[config.mk]
export PLATFORM = sky130hd
export DESIGN_NAME = multiTimer
export DESIGN_NICKNAME = d
export VERILOG_FILES = /design/src/rtl/multiTimerPkg.sv /design/src/rtl/multiTimerCtrl.sv /design/src/rtl/multiTimerDatapath.sv /design/src/rtl/multiTimer.sv
export SDC_FILE = /design/constraint.sdc
export NUM_CORES = 1
export LEC_CHECK = 0
export BUFFER_PORTS_ARGS = -buffer_cell sky130_fd_sc_hd__buf_2
export CAP_MARGIN = 20
export CELL_PAD_IN_SITES_DETAIL_PLACEMENT = 1
export CELL_PAD_IN_SITES_GLOBAL_PLACEMENT = 2
export CORE_UTILIZATION = 34
export CTS_CLUSTER_DIAMETER = 200
export DETAILED_ROUTE_END_ITERATION = 16
export GPL_TIMING_DRIVEN = 0
export PLACE_DENSITY_LB_ADDON = 0.2
export SLEW_MARGIN = 20
export SYNTH_ARGS = -nofsm -noshare
export SYNTH_HDL_FRONTEND = slang
export SYNTH_HIERARCHICAL = 1
export SYNTH_SLANG_ARGS = --single-unit
[constraint.sdc]
create_clock -name clk -period 3.03 [get_ports clk]
set_clock_uncertainty 0.15 [all_clocks]
set_input_delay 0.1515 -clock clk [delete_from_list [all_inputs] [get_ports clk]]
set_output_delay 0.1515 -clock clk [all_outputs]
set_load 0.05 [all_outputs]
[src/rtl/multiTimerPkg.sv]
package multiTimerPkg;
  // Control byte field positions (decoded by the control unit)
  localparam int PSC_LO   = 0;
  localparam int PSC_W    = 3;
  localparam int EDGE_BIT = 3;
  localparam int RUN_BIT  = 4;
  localparam int RSV_BIT  = 5;
  localparam int MODE_LO  = 6;
  localparam int CTL_W    = 8;

  typedef enum logic [1:0] {
    MODE_IDLE = 2'b00,
    MODE_EVT  = 2'b01,
    MODE_TMR  = 2'b10,
    MODE_PWM  = 2'b11
  } tmrMode_e;

  // Strobes from control to datapath
  typedef struct packed {
    logic countEn;   // step the counter this cycle
    logic writePre;  // load reload register from write data
    logic writeCnt;  // load counter from write data (stopped only)
  } tmrStrobe_t;
endpackage

[src/rtl/multiTimerCtrl.sv]
module multiTimerCtrl
  import multiTimerPkg::*;
#(
  parameter int SYNC_STAGES = 2
) (
  input  logic             clk,
  input  logic             rstN,
  input  logic             ctlWrEn,
  input  logic [CTL_W-1:0] ctlWrData,
  input  logic             cntWrEn,
  input  logic             cntRdEn,
  input  logic             evtIn,
  output logic [CTL_W-1:0] ctlReg,
  output tmrStrobe_t       strobe
);
  localparam int DIV_W = 2 ** PSC_W;

  // Input synchronizer and edge detect
  logic [SYNC_STAGES-1:0] syncQ;
  logic evtPrev, evtLvl, evtRise, evtFall;

  always_ff @(posedge clk or negedge rstN) begin
    if (!rstN) begin
      syncQ   <= '0;
      evtPrev <= 1'b0;
    end else begin
      syncQ   <= {syncQ[SYNC_STAGES-2:0], evtIn};
      evtPrev <= syncQ[SYNC_STAGES-1];
    end
  end

  assign evtLvl  = syncQ[SYNC_STAGES-1];
  assign evtRise = evtLvl & ~evtPrev;
  assign evtFall = ~evtLvl & evtPrev;

  // Free-running prescaler with one tick tap per divide setting
  logic [DIV_W-1:0] preDiv;
  logic [DIV_W-1:0] tickVec;

  always_ff @(posedge clk or negedge rstN) begin
    if (!rstN) preDiv <= '0;
    else       preDiv <= preDiv + 1'b1;
  end

  for (genvar i = 0; i < DIV_W; i++) begin : g_tap
    assign tickVec[i] = &preDiv[i:0];
  end

  // Field decode
  tmrMode_e mode;
  logic [PSC_W-1:0] pscSel;
  logic edgeSel, runBit, tick;

  assign mode    = tmrMode_e'(ctlReg[MODE_LO +: 2]);
  assign pscSel  = ctlReg[PSC_LO +: PSC_W];
  assign edgeSel = ctlReg[EDGE_BIT];
  assign runBit  = ctlReg[RUN_BIT];
  assign tick    = tickVec[pscSel];

  // Pulse-width measurement state
  logic measuring;
  logic startEdge, stopEdge, hwClr, cntStep;

  always_comb begin
    startEdge = edgeSel ? evtRise : evtFall;
    stopEdge  = edgeSel ? evtFall : evtRise;
    hwClr     = (mode == MODE_PWM) && runBit && measuring && stopEdge;
    unique case (mode)
      MODE_EVT: cntStep = runBit && (edgeSel ? evtFall : evtRise);
      MODE_TMR: cntStep = runBit && tick;
      MODE_PWM: cntStep = runBit && measuring && tick;
      default:  cntStep = 1'b0;
    endcase
  end

  always_ff @(posedge clk or negedge rstN) begin
    if (!rstN) begin
      measuring <= 1'b0;
    end else if (!runBit || mode != MODE_PWM) begin
      measuring <= 1'b0;
    end else if (!measuring && startEdge) begin
      measuring <= 1'b1;
    end else if (measuring && stopEdge) begin
      measuring <= 1'b0;
    end
  end

  // Control register: software write wins over hardware run clear
  always_ff @(posedge clk or negedge rstN) begin
    if (!rstN) begin
      ctlReg <= '0;
    end else if (ctlWrEn) begin
      ctlReg          <= ctlWrData;
      ctlReg[RSV_BIT] <= 1'b0;
    end else if (hwClr) begin
      ctlReg[RUN_BIT] <= 1'b0;
    end
  end

  always_comb begin
    strobe.countEn  = cntStep && !cntRdEn;
    strobe.writePre = cntWrEn;
    strobe.writeCnt = cntWrEn && !runBit;
  end
endmodule

[src/rtl/multiTimerDatapath.sv]
module multiTimerDatapath
  import multiTimerPkg::*;
#(
  parameter int CNT_W = 8
) (
  input  logic             clk,
  input  logic             rstN,
  input  tmrStrobe_t       strobe,
  input  logic [CNT_W-1:0] cntWrData,
  input  logic             intEnable,
  output logic [CNT_W-1:0] count,
  output logic             intReq,
  output logic             wakeStrobe,
  output logic             divOut
);
  logic [CNT_W-1:0] preload;
  logic             overflow;

  assign overflow = strobe.countEn && (count == {CNT_W{1'b1}});

  always_ff @(posedge clk or negedge rstN) begin
    if (!rstN) preload <= '0;
    else if (strobe.writePre) preload <= cntWrData;
  end

  // Reload uses the value held before any same-cycle write
  always_ff @(posedge clk or negedge rstN) begin
    if (!rstN)                count <= '0;
    else if (overflow)        count <= preload;
    else if (strobe.writeCnt) count <= cntWrData;
    else if (strobe.countEn)  count <= count + 1'b1;
  end

  always_ff @(posedge clk or negedge rstN) begin
    if (!rstN) begin
      intReq     <= 1'b0;
      wakeStrobe <= 1'b0;
      divOut     <= 1'b0;
    end else begin
      intReq     <= overflow && intEnable;
      wakeStrobe <= overflow;
      divOut     <= divOut ^ overflow;
    end
  end
endmodule

[src/rtl/multiTimer.sv]
module multiTimer
  import multiTimerPkg::*;
#(
  parameter int CNT_W       = 8,
  parameter int SYNC_STAGES = 2
) (
  input  logic             clk,
  input  logic             rstN,
  input  logic             ctlWrEn,
  input  logic [7:0]       ctlWrData,
  input  logic             cntWrEn,
  input  logic [CNT_W-1:0] cntWrData,
  input  logic             cntRdEn,
  input  logic             evtIn,
  input  logic             intEnable,
  output logic [7:0]       ctlRdData,
  output logic [CNT_W-1:0] cntRdData,
  output logic             intReq,
  output logic             wakeStrobe,
  output logic             divOut
);
  tmrStrobe_t strobe;

  multiTimerCtrl #(.SYNC_STAGES(SYNC_STAGES)) u_ctrl (
    .clk       (clk),
    .rstN      (rstN),
    .ctlWrEn   (ctlWrEn),
    .ctlWrData (ctlWrData),
    .cntWrEn   (cntWrEn),
    .cntRdEn   (cntRdEn),
    .evtIn     (evtIn),
    .ctlReg    (ctlRdData),
    .strobe    (strobe)
  );

  multiTimerDatapath #(.CNT_W(CNT_W)) u_dp (
    .clk        (clk),
    .rstN       (rstN),
    .strobe     (strobe),
    .cntWrData  (cntWrData),
    .intEnable  (intEnable),
    .count      (cntRdData),
    .intReq     (intReq),
    .wakeStrobe (wakeStrobe),
    .divOut     (divOut)
  );
endmodule

==> impl_metrics.env, run 1 <==
export IMPL_status="finished, final reports clean"
export IMPL_wire_per_inst_um=15.4
export IMPL_period_needed_ns=2.82
export IMPL_max_slew_margin_pct=43.1
export IMPL_met3WireLength_um=178
export IMPL_synth_compound_area_share_pct=13.2
export IMPL_htreeDepth=2
export IMPL_drt_drc_violations_left=0
export IMPL_cts_made_buffers=5
export IMPL_first_global_vias=1540
export IMPL_dp_hpwl_mm=3.34
export IMPL_dp_worst_setup_slack_ns=0.106
export IMPL_final_common_cell="buf_2"
export IMPL_grt_pass1_wl_mm=7.47
export IMPL_maxCapViolCount=0
export IMPL_vias=1512
export IMPL_async_flop_share_pct=100
export IMPL_start_util_pct=35.6
export IMPL_rows=26
export IMPL_overflow=0
export IMPL_grt_use_total_pct=18.1
export IMPL_cts_sinks=38
export IMPL_fmax_mhz=354
export IMPL_num_fill_cells=574
export IMPL_worstSetupEndpointType="register"
export IMPL_cpMaxStageDelayCell="dfrtp_1"
export IMPL_crit_chain="ha_2, and3_1, ha_1, nand2_1, o31ai_1, o311a_1, and3_4, nand3_4, a32o_1, a211o_1"
export IMPL_hold_depth=2
export IMPL_cts_root_buf="clkbuf_8"
export IMPL_ys_flop_type="dfrtp_1"
export IMPL_area_growth_pct=30.8
export IMPL_synth_edf_count=0
export IMPL_power_density_nw_per_um2=574
export IMPL_netlist_instances=166
export IMPL_ant_nets=0
export IMPL_synth_largest_area_cell="dfrtp_1"
export IMPL_arrival_ns=2.83
export IMPL_cts_tree="done"
export IMPL_avgSynthCellArea_um2=11.1
export IMPL_worst_pin_slew_ns=0.854
export IMPL_syn_area_um2=1840
export IMPL_layout_drive_gt1_share_pct=31.7
export IMPL_synth_top_area_share_pct=51.7
export IMPL_comb_power_share_pct=29.7
export IMPL_critPathMaxStageDelay_ns=0.40
export IMPL_clk_latency_ns=0.28
export IMPL_p_seq_share_pct=45.9
export IMPL_cp_max_fo=10
export IMPL_maxSlewViolCount=0
export IMPL_yosys_area_share_simple_pct=16.6
export IMPL_hold_path_class="in2reg"
export IMPL_drt_iter0_drc=42
export IMPL_wl_met2_mm=2.35
export IMPL_die_h_um=75.6
export IMPL_wl_met1_mm=2.08
export IMPL_internal_power_uw=878
export IMPL_dieArea_um2=5710
export IMPL_viasPerCell=5.04
export IMPL_synthXorXnorAreaFrac_pct=3.81
export IMPL_swShare_pct=36.4
export IMPL_critPathLaunchType="register"
export IMPL_n_antenna_cell=0
export IMPL_setup_slack_ns=0.207
export IMPL_clk_pin_slew_worst_paths_ns=0.07
export IMPL_syn_nets=193
export IMPL_rr_worst_depth=10
export IMPL_clkPwrFrac_pct=24.4
export IMPL_whs_ns=0.0547
export IMPL_firstDrtPassIters=4
export IMPL_final_cell_mix="39 x buf_2, 38 x dfrtp_1, 18 x dlygate4sd3_1"
export IMPL_core_area_um2=5170
export IMPL_ys_ff_latch=38
export IMPL_p_leak_nw=1.07
export IMPL_synth_warnings=6
export IMPL_gp_congestion=0.723
export IMPL_synth_top_family_by_area="simple AND/OR/NAND/NOR gates"
export IMPL_nNetsFinal=258
export IMPL_cp_data_required_time_ns=3.04
export IMPL_synthAdderAreaFrac_pct=2.72
export IMPL_grt_max_degree=39
export IMPL_io_pins=42
export IMPL_port_buffers=38
export IMPL_peakVddDrop_v=0.000394
export IMPL_synthMuxAreaShare_pct=8.50
export IMPL_top_layer_used="met4"
export IMPL_yosysUniqueCellTypes=47
export IMPL_antenna_found_initial=0
export IMPL_p_sw_uw=503
export IMPL_hold_viol_final=0
export IMPL_finalSetupViolations=0
export IMPL_yosys_top_cells_area="dfrtp_1 52%, mux2_2 8.0%, xnor2_1 3.3%, nand2_1 3.1%, ha_1 2.7%"
export IMPL_clk_path_buf_depth=2
export IMPL_die_w_um=75.6
export IMPL_crit_type="reg2reg"
export IMPL_finalCritPeriodShare_pct=93.2
export IMPL_seq_area_frac_synth_pct=51.7
export IMPL_drt_wl_total_mm=4.63
==> worst max-delay path: cells and delay by family (launching register included) <==
kind,cells,cell delay [ns]
and+or+nand+nor,4,0.70
adders and majority gates,2,0.38
DFF,1,0.40
AOI/OAI and AO/OA,4,1.08
==> flip-flops by register name, indices dropped and copies added (netlist names) <==
signal and cells:
u_dp/count 8, u_dp/intReq 1, u_ctrl/measuring 1, u_dp/preload 8, u_ctrl/evtPrev 1, u_dp/wakeStrobe 1, u_dp/divOut 1, u_ctrl/ctlReg 7
u_ctrl/syncQ 2, u_ctrl/preDiv 8
==> Yosys cell counts (2+ instances only) <==
cell type  instances
a211o_1            3
a211oi_1           4
a21oi_1            5
and2_1             2
and3_1             2
buf_4              2
clkbuf_1           3
dfrtp_1           38
ha_1               4
inv_1              3
inv_2              2
mux2_2            13
nand2_1           15
nand2b_1           6
nand3_1            8
nand4_1            3
nor2_1             5
nor2b_1            4
o21ai_0            6
o21ai_1            2
o31ai_1            4
xnor2_1            7
==> power by group through the flow <==
stage | clock [mW] | combinational [mW] | sequential, mW
2_1_floorplan | 0 | 0.147 | 0.770
3_3_place_gp | 0 | 0.385 | 0.639
3_5_place_dp | 0 | 0.393 | 0.644
4_1_cts | 0.354 | 0.413 | 0.634
5_1_grt | 0.372 | 0.439 | 0.646
6_report | 0.338 | 0.410 | 0.634
==> worst paths after layout <==
path | start | slack (ns) | endpoint
min in group asynchronous | rstN | 0.37 | u_ctrl/ctlReg[6]$_DFFE_PN0P_
hold reg to reg | u_ctrl/syncQ[0]$_DFF_PN0_ | 0.21 | u_ctrl/syncQ[1]$_DFF_PN0_
setup reg to reg | u_ctrl/preDiv[0]$_DFF_PN0_ | 0.21 | u_dp/count[0]$_DFFE_PN0P_
max in group asynchronous | rstN | 1.83 | u_dp/count[1]$_DFFE_PN0P_
hold / removal | ctlWrEn | 0.05 | u_ctrl/ctlReg[4]$_DFFE_PN0P_
setup / recovery | u_ctrl/preDiv[0]$_DFF_PN0_ | 0.21 | u_dp/count[0]$_DFFE_PN0P_
==> through the flow <==
step                instances  setup TNS, ns  instance area, um2  power (mW)  util [%]
finish                    300              0                2410        1.38      46.5
global route              300       -0.00432                2410        1.46      46.5
CTS                       298              0                2380        1.40      46.0
detailed placement        274              0                2120        1.04      41.0
global placement          274              0                2120        1.02      41.0
floorplan                 166              0                1840       0.917         -
==> per-layer routing <==
| layer | vias to the layer above | track usage (%) |
|---|---|---|
| met3 | 2 | 3.97 |
| met4 | 0 | 4.94 |
| met2 | 33 | 31.7 |
| li1 | 726 | - |
| met1 | 751 | 22.4 |
| met5 | - | 0 |
==> area by class of cell <==
cell class,count,area (um2),share of cell area [%]
buffer,7,42.5,1.77
tap,70,87.6,3.64
inverter,5,23.8,0.988
multi-input combinational,116,835,34.7
clock buffer,6,82.6,3.43
timing repair buffer,58,385,16.0
sequential,38,951,39.5
==> timing repair <==
| action | in CTS | in global routing |
|---|---|---|
| resized for setup | 0 | 4 |
| setup buffers | 0 | 2 |
| hold buffers | 18 | 0 |
| hold endpoints to repair | 55 | 0 |
| setup endpoints to repair | 0 | 1 |
==> cell families after synthesis <==
family,Yosys count
other cells,1
flops,38
compound gates,34
xor+xnor,8
fa+ha+maj,4
mux,14
buf+inv,12
simple gates,55
Power figures use the tool's default switching activity.
==> run 2, diff against run 1 <==
--- a/config.mk
+++ b/config.mk
@@ -9,7 +9,7 @@
 export CAP_MARGIN = 20
 export CELL_PAD_IN_SITES_DETAIL_PLACEMENT = 1
 export CELL_PAD_IN_SITES_GLOBAL_PLACEMENT = 2
-export CORE_UTILIZATION = 34
+export CORE_UTILIZATION = 35
 export CTS_CLUSTER_DIAMETER = 200
 export DETAILED_ROUTE_END_ITERATION = 16
 export GPL_TIMING_DRIVEN = 0
==> constraint.sdc (replaced) <==
create_clock -name clk -period 3.54 [get_ports clk]
set_clock_uncertainty 0.15 [all_clocks]
set_input_delay 0.177 -clock clk [delete_from_list [all_inputs] [get_ports clk]]
set_output_delay 0.177 -clock clk [all_outputs]
set_load 0.05 [all_outputs]
==> impl_metrics.env, run 2 (synthesis results as in run 1) <==
export IMPL_cts_tree="done"
export IMPL_fmax_mhz=339
export IMPL_design_area_um2=2400
export IMPL_multi_input_area_um2=828
export IMPL_critPathLaunchType="register"
export IMPL_power_density_nw_per_um2=522
export IMPL_viasPerCell=4.99
export IMPL_hold_path_class="in2reg"
export IMPL_grt_pass1_wl_mm=7.33
export IMPL_crit_chain="ha_1, and3_1, ha_1, nand2_1, o31ai_1, o311a_1, and3_2, nand3_4, inv_2, o31ai_1, a211o_1"
export IMPL_cp_data_required_time_ns=3.57
export IMPL_dp_hpwl_mm=3.15
export IMPL_seq_area_um2=951
export IMPL_overflow=0
export IMPL_final_cell_mix="39 x buf_2, 38 x dfrtp_1, 17 x dlygate4sd3_1"
export IMPL_die_w_um=74.5
export IMPL_finalCritPeriodShare_pct=83.4
export IMPL_gp_congestion=0.761
export IMPL_dp_worst_setup_slack_ns=0.601
export IMPL_dieArea_um2=5550
export IMPL_max_slew_margin_pct=44.2
export IMPL_drt_drc_violations_left=0
export IMPL_ctsResizeCount=0
export IMPL_hold_viol_final=0
export IMPL_n_antenna_cell=0
export IMPL_vias=1492
export IMPL_rows=26
export IMPL_setup_slack_ns=0.588
export IMPL_p_leak_nw=1.08
export IMPL_final_common_cell="buf_2"
export IMPL_grt_max_degree=39
export IMPL_cp_max_fo=10
export IMPL_num_fill_cells=597
export IMPL_cts_sinks=38
export IMPL_status="finished, final reports clean"
export IMPL_worst_pin_slew_ns=0.837
export IMPL_clk_pin_slew_worst_paths_ns=0.08
export IMPL_drt_iter0_drc=29
export IMPL_area_growth_pct=30.3
export IMPL_crit_type="reg2reg"
export IMPL_cpMaxStageDelayCell="dfrtp_1"
export IMPL_maxCapViolCount=0
export IMPL_port_buffers=38
export IMPL_maxSlewViolCount=0
export IMPL_r2r_slack_ns=0.59
export IMPL_start_util_pct=36.3
export IMPL_die_h_um=74.5
export IMPL_worstSetupEndpointType="register"
export IMPL_ant_nets=0
export IMPL_clk_path_buf_depth=2
export IMPL_first_global_vias=1566
export IMPL_firstDrtPassIters=4
export IMPL_arrival_ns=2.98
export IMPL_cts_made_buffers=5
export IMPL_rsz0062_at_grt="no"
export IMPL_cts_root_buf="clkbuf_8"
export IMPL_power_mw=1.25
export IMPL_finalSetupViolations=0
export IMPL_setup_tns_ns=0
export IMPL_drt_wl_total_mm=4.56
export IMPL_antenna_found_initial=0
export IMPL_layout_drive_gt1_share_pct=31.4
export IMPL_period_needed_ns=2.95
export IMPL_top_regs="u_ctrl/preDiv (8), u_dp/count (8), u_dp/preload (8)"
export IMPL_peakVddDrop_v=0.000255
export IMPL_io_pins=42
export IMPL_nNetsFinal=255
export IMPL_grt_use_total_pct=18.0
export IMPL_wire_per_inst_um=15.2
export IMPL_htreeDepth=2
export IMPL_critPathMaxStageDelay_ns=0.40
export IMPL_core_area_um2=5070
export IMPL_placed_area_um2=2120
export IMPL_clk_latency_ns=0.29
[run 2: repair_timing]
action                    CTS  global route
hold buffers               17             0
setup buffers               0             0
hold endpoints to repair   54             0
[run 2: critical path, delay by kind of cell, from the launching register on]
kind                       cells  cell delay, ns
AOI/OAI and AO/OA              4            0.92
and+or+nand+nor                4            0.73
buffers and inverters          1            0.23
adders and majority gates      2            0.38
DFF                            1            0.40
[run 2: area by class of cell]
| type | count | area share (%) |
|---|---|---|
| clock buffers | 5 | 2.87 |
| repair buffers | 55 | 15.0 |
| multi-input cells | 116 | 34.6 |
| plain buffers | 7 | 1.77 |
| well taps | 70 | 3.65 |
| flip-flops and latches | 38 | 39.7 |
| clock inverters | 3 | 1.67 |
| inverters | 5 | 0.783 |
[run 2: per-stage QoR]
step,utilization (%),hold slack (ns),instances
3_5_place_dp,41.7,0.143,274
4_1_cts,47.2,0.00402,299
5_1_grt,47.2,0.00761,299
2_1_floorplan,-,-0.269,166
3_3_place_gp,41.7,0.136,274
6_report,47.2,0.00873,299
[run 2: path summary, 6_finish.rpt]
path / startpoint / to / depth (start not counted)
min reg2reg: u_ctrl/syncQ[0]$_DFF_PN0_ / u_ctrl/syncQ[1]$_DFF_PN0_ / 0
max: u_ctrl/preDiv[0]$_DFF_PN0_ / u_dp/count[0]$_DFFE_PN0P_ / 11
max reg2reg: u_ctrl/preDiv[0]$_DFF_PN0_ / u_dp/count[0]$_DFFE_PN0P_ / 11
min in group asynchronous: rstN / u_ctrl/preDiv[5]$_DFF_PN0_ / 2
min: cntWrData[7] / u_dp/preload[7]$_DFFE_PN0P_ / 2
max in group asynchronous: rstN / u_dp/count[1]$_DFFE_PN0P_ / 2
[run 2: routing by layer]
layer / share of wire [%] / vias up / global-route usage [%]
met5: 0 / - / 0
met4: 1.3 / 0 / 6.29
met3: 3.2 / 6 / 4.07
met2: 51 / 32 / 33.4
met1: 44 / 733 / 20.1
li1: - / 721 / -
[run 2: report_power, final]
part | leakage, nW | internal (mW) | switching, mW
Sequential | 0.458 | 0.479 | 0.0634
Combinational | 0.565 | 0.121 | 0.226
Clock | 0.0579 | 0.207 | 0.155
==> run 3, diff against run 2 <==
--- a/config.mk
+++ b/config.mk
@@ -9,7 +9,7 @@
 export CAP_MARGIN = 20
 export CELL_PAD_IN_SITES_DETAIL_PLACEMENT = 1
 export CELL_PAD_IN_SITES_GLOBAL_PLACEMENT = 2
-export CORE_UTILIZATION = 35
+export CORE_UTILIZATION = 34
 export CTS_CLUSTER_DIAMETER = 200
 export DETAILED_ROUTE_END_ITERATION = 16
 export GPL_TIMING_DRIVEN = 0
==> constraint.sdc (replaced) <==
create_clock -name clk -period 2.98 [get_ports clk]
set_clock_uncertainty 0.15 [all_clocks]
set_input_delay 0.149 -clock clk [delete_from_list [all_inputs] [get_ports clk]]
set_output_delay 0.149 -clock clk [all_outputs]
set_load 0.05 [all_outputs]
==> impl_metrics.env, run 3 (synthesis results as in run 1) <==
export IMPL_overflow=0
export IMPL_htreeDepth=2
export IMPL_critPathLaunchType="register"
export IMPL_clk_pin_slew_worst_paths_ns=0.07
export IMPL_cts_tree="done"
export IMPL_whs_ns=0.0522
export IMPL_maxCapViolCount=0
export IMPL_layout_drive_gt1_share_pct=32.0
export IMPL_r2r_start="u_ctrl/preDiv[0]$_DFF_PN0_"
export IMPL_rows=26
export IMPL_drt_iter0_drc=47
export IMPL_peakVddDrop_v=0.000401
export IMPL_power_density_nw_per_um2=582
export IMPL_firstDrtPassIters=4
export IMPL_cp_max_fo=5
export IMPL_hold_depth=2
export IMPL_drt_wl_total_mm=4.63
export IMPL_viasPerCell=5.00
export IMPL_max_slew_margin_pct=42.8
export IMPL_first_global_vias=1540
export IMPL_use_met3_pct=3.97
export IMPL_fin_cells=301
export IMPL_grt_use_met2_pct=31.7
export IMPL_dieArea_um2=5710
export IMPL_dp_cells=274
export IMPL_status="finished, final reports clean"
export IMPL_final_common_cell="buf_2"
export IMPL_ant_nets=0
export IMPL_cts_sinks=38
export IMPL_cpMaxStageDelayCell="o311a_1"
export IMPL_p_leak_nw=1.08
export IMPL_grt_max_degree=39
export IMPL_start_util_pct=35.6
export IMPL_wire_per_inst_um=15.4
export IMPL_hold_viol_final=0
export IMPL_cp_data_required_time_ns=3.00
export IMPL_nNetsFinal=259
export IMPL_gp_congestion=0.723
export IMPL_top_usage_layer="met2"
export IMPL_cts_root_buf="clkbuf_8"
export IMPL_fmax_mhz=365
export IMPL_worstSetupEndpointType="register"
export IMPL_hold_start="ctlWrEn"
export IMPL_holdPathEnd="u_ctrl/ctlReg[4]$_DFFE_PN0P_"
export IMPL_finalSetupViolations=0
export IMPL_grt_pass1_wl_mm=7.47
export IMPL_placed_area_um2=2120
export IMPL_setup_tns_ns=0
export IMPL_cts_made_buffers=5
export IMPL_seq_area_um2=951
export IMPL_design_area_um2=2410
export IMPL_setup_worst_path_start="u_ctrl/preDiv[0]$_DFF_PN0_"
export IMPL_multi_input_area_um2=835
export IMPL_rr_worst_depth=10
export IMPL_num_fill_cells=573
export IMPL_finalCritPeriodShare_pct=91.8
export IMPL_r2r_end="u_dp/count[6]$_DFFE_PN0P_"
export IMPL_maxSlewViolCount=0
export IMPL_clk_path_buf_depth=2
export IMPL_die_w_um=75.6
export IMPL_worst_pin_slew_ns=0.858
export IMPL_antenna_found_initial=0
export IMPL_clk_latency_ns=0.28
export IMPL_area_growth_pct=31.2
export IMPL_port_buffers=38
export IMPL_vias=1506
export IMPL_arrival_ns=2.76
export IMPL_period_needed_ns=2.74
export IMPL_crit_chain="ha_2, and3_1, ha_1, nand2_1, o31ai_1, o311a_1, and3_4, nand4_1, mux2_2, o221a_2"
export IMPL_dp_hpwl_mm=3.34
export IMPL_rsz0062_at_grt="no"
export IMPL_n_antenna_cell=0
export IMPL_hold_path_class="in2reg"
export IMPL_use_met1_pct=22.4
export IMPL_io_pins=42
export IMPL_final_cell_mix="39 x buf_2, 38 x dfrtp_1, 18 x dlygate4sd3_1"
export IMPL_critPathMaxStageDelay_ns=0.42
export IMPL_grt_use_total_pct=18.1
export IMPL_core_area_um2=5170
export IMPL_top_regs="u_ctrl/preDiv (8), u_dp/count (8), u_dp/preload (8)"
export IMPL_die_h_um=75.6
export IMPL_r2r_slack_ns=0.24
export IMPL_crit_type="reg2reg"
export IMPL_drt_drc_violations_left=0
-- run 3: cell count changes in the layout (fill, tap and decap cells not counted), sizes merged --
cell	delta
dlygate4sd3	+1
clkbuf	+1
clkinv	-2
buf	+3
bufinv	-1
-- run 3: report_power, final --
group	switching [mW]	internal [mW]
Clock	0.165	0.178
Sequential	0.0751	0.570
Combinational	0.272	0.145
Total	0.512	0.893
-- run 3: worst max path at each step --
stage	endpoint	slack, ns	depth (start not counted)
floorplan	u_dp/count[6]$_DFFE_PN0P_	0.36	10
global placement	u_dp/count[0]$_DFFE_PN0P_	0.15	11
detailed placement	u_dp/count[0]$_DFFE_PN0P_	0.06	11
CTS	u_dp/count[0]$_DFFE_PN0P_	0.04	11
global route	u_dp/count[0]$_DFFE_PN0P_	0.06	10
finish	u_dp/count[6]$_DFFE_PN0P_	0.24	10
-- run 3: layout make-up --
| type | count | area share [%] |
|---|---|---|
| buffer | 7 | 1.76 |
| multi-input combinational | 116 | 34.6 |
| timing repair buffer | 59 | 16.3 |
| tap | 70 | 3.63 |
| inverter | 5 | 0.984 |
| clock buffer | 6 | 3.42 |
| sequential | 38 | 39.4 |
-- run 3: critical path: cells and delay by family (launching register included) --
family	cells	cell delay [ns]
AO/OA/AOI/OAI	3	0.72
AND/OR/NAND/NOR	4	0.59
flip-flops	1	0.41
adder cells (fa/ha/maj)	2	0.40
multiplexers	1	0.35
-- run 3: metrics by stage --
stage                     setup WS [ns]  util (%)  power, mW
after floorplan                   0.361         -      0.933
after global placement            0.155      41.0       1.04
after detailed placement         0.0564      41.0       1.05
after CTS                        0.0410      46.0       1.42
after global routing             0.0605      46.7       1.48
final                             0.243      46.7       1.41
-- run 3: layer usage --
metal  part of all wire [%]  routed length (um)  vias to the layer above
li1                       -                   -                      727
met2                     51                2360                       33
met1                     45                2070                      744
met3                    3.7                 172                        2
met5                      0                   0                        -
met4                   0.48                  22                        0
-- run 3: repair_timing --
| item | 4_1_cts | 5_1_grt |
|---|---|---|
| setup endpoints to repair | 0 | 3 |
| resized for setup | 0 | 4 |
| buffers inserted | 0 | 3 |
| hold buffers | 18 | 0 |
| endpoints found under the hold margin | 55 | 0 |
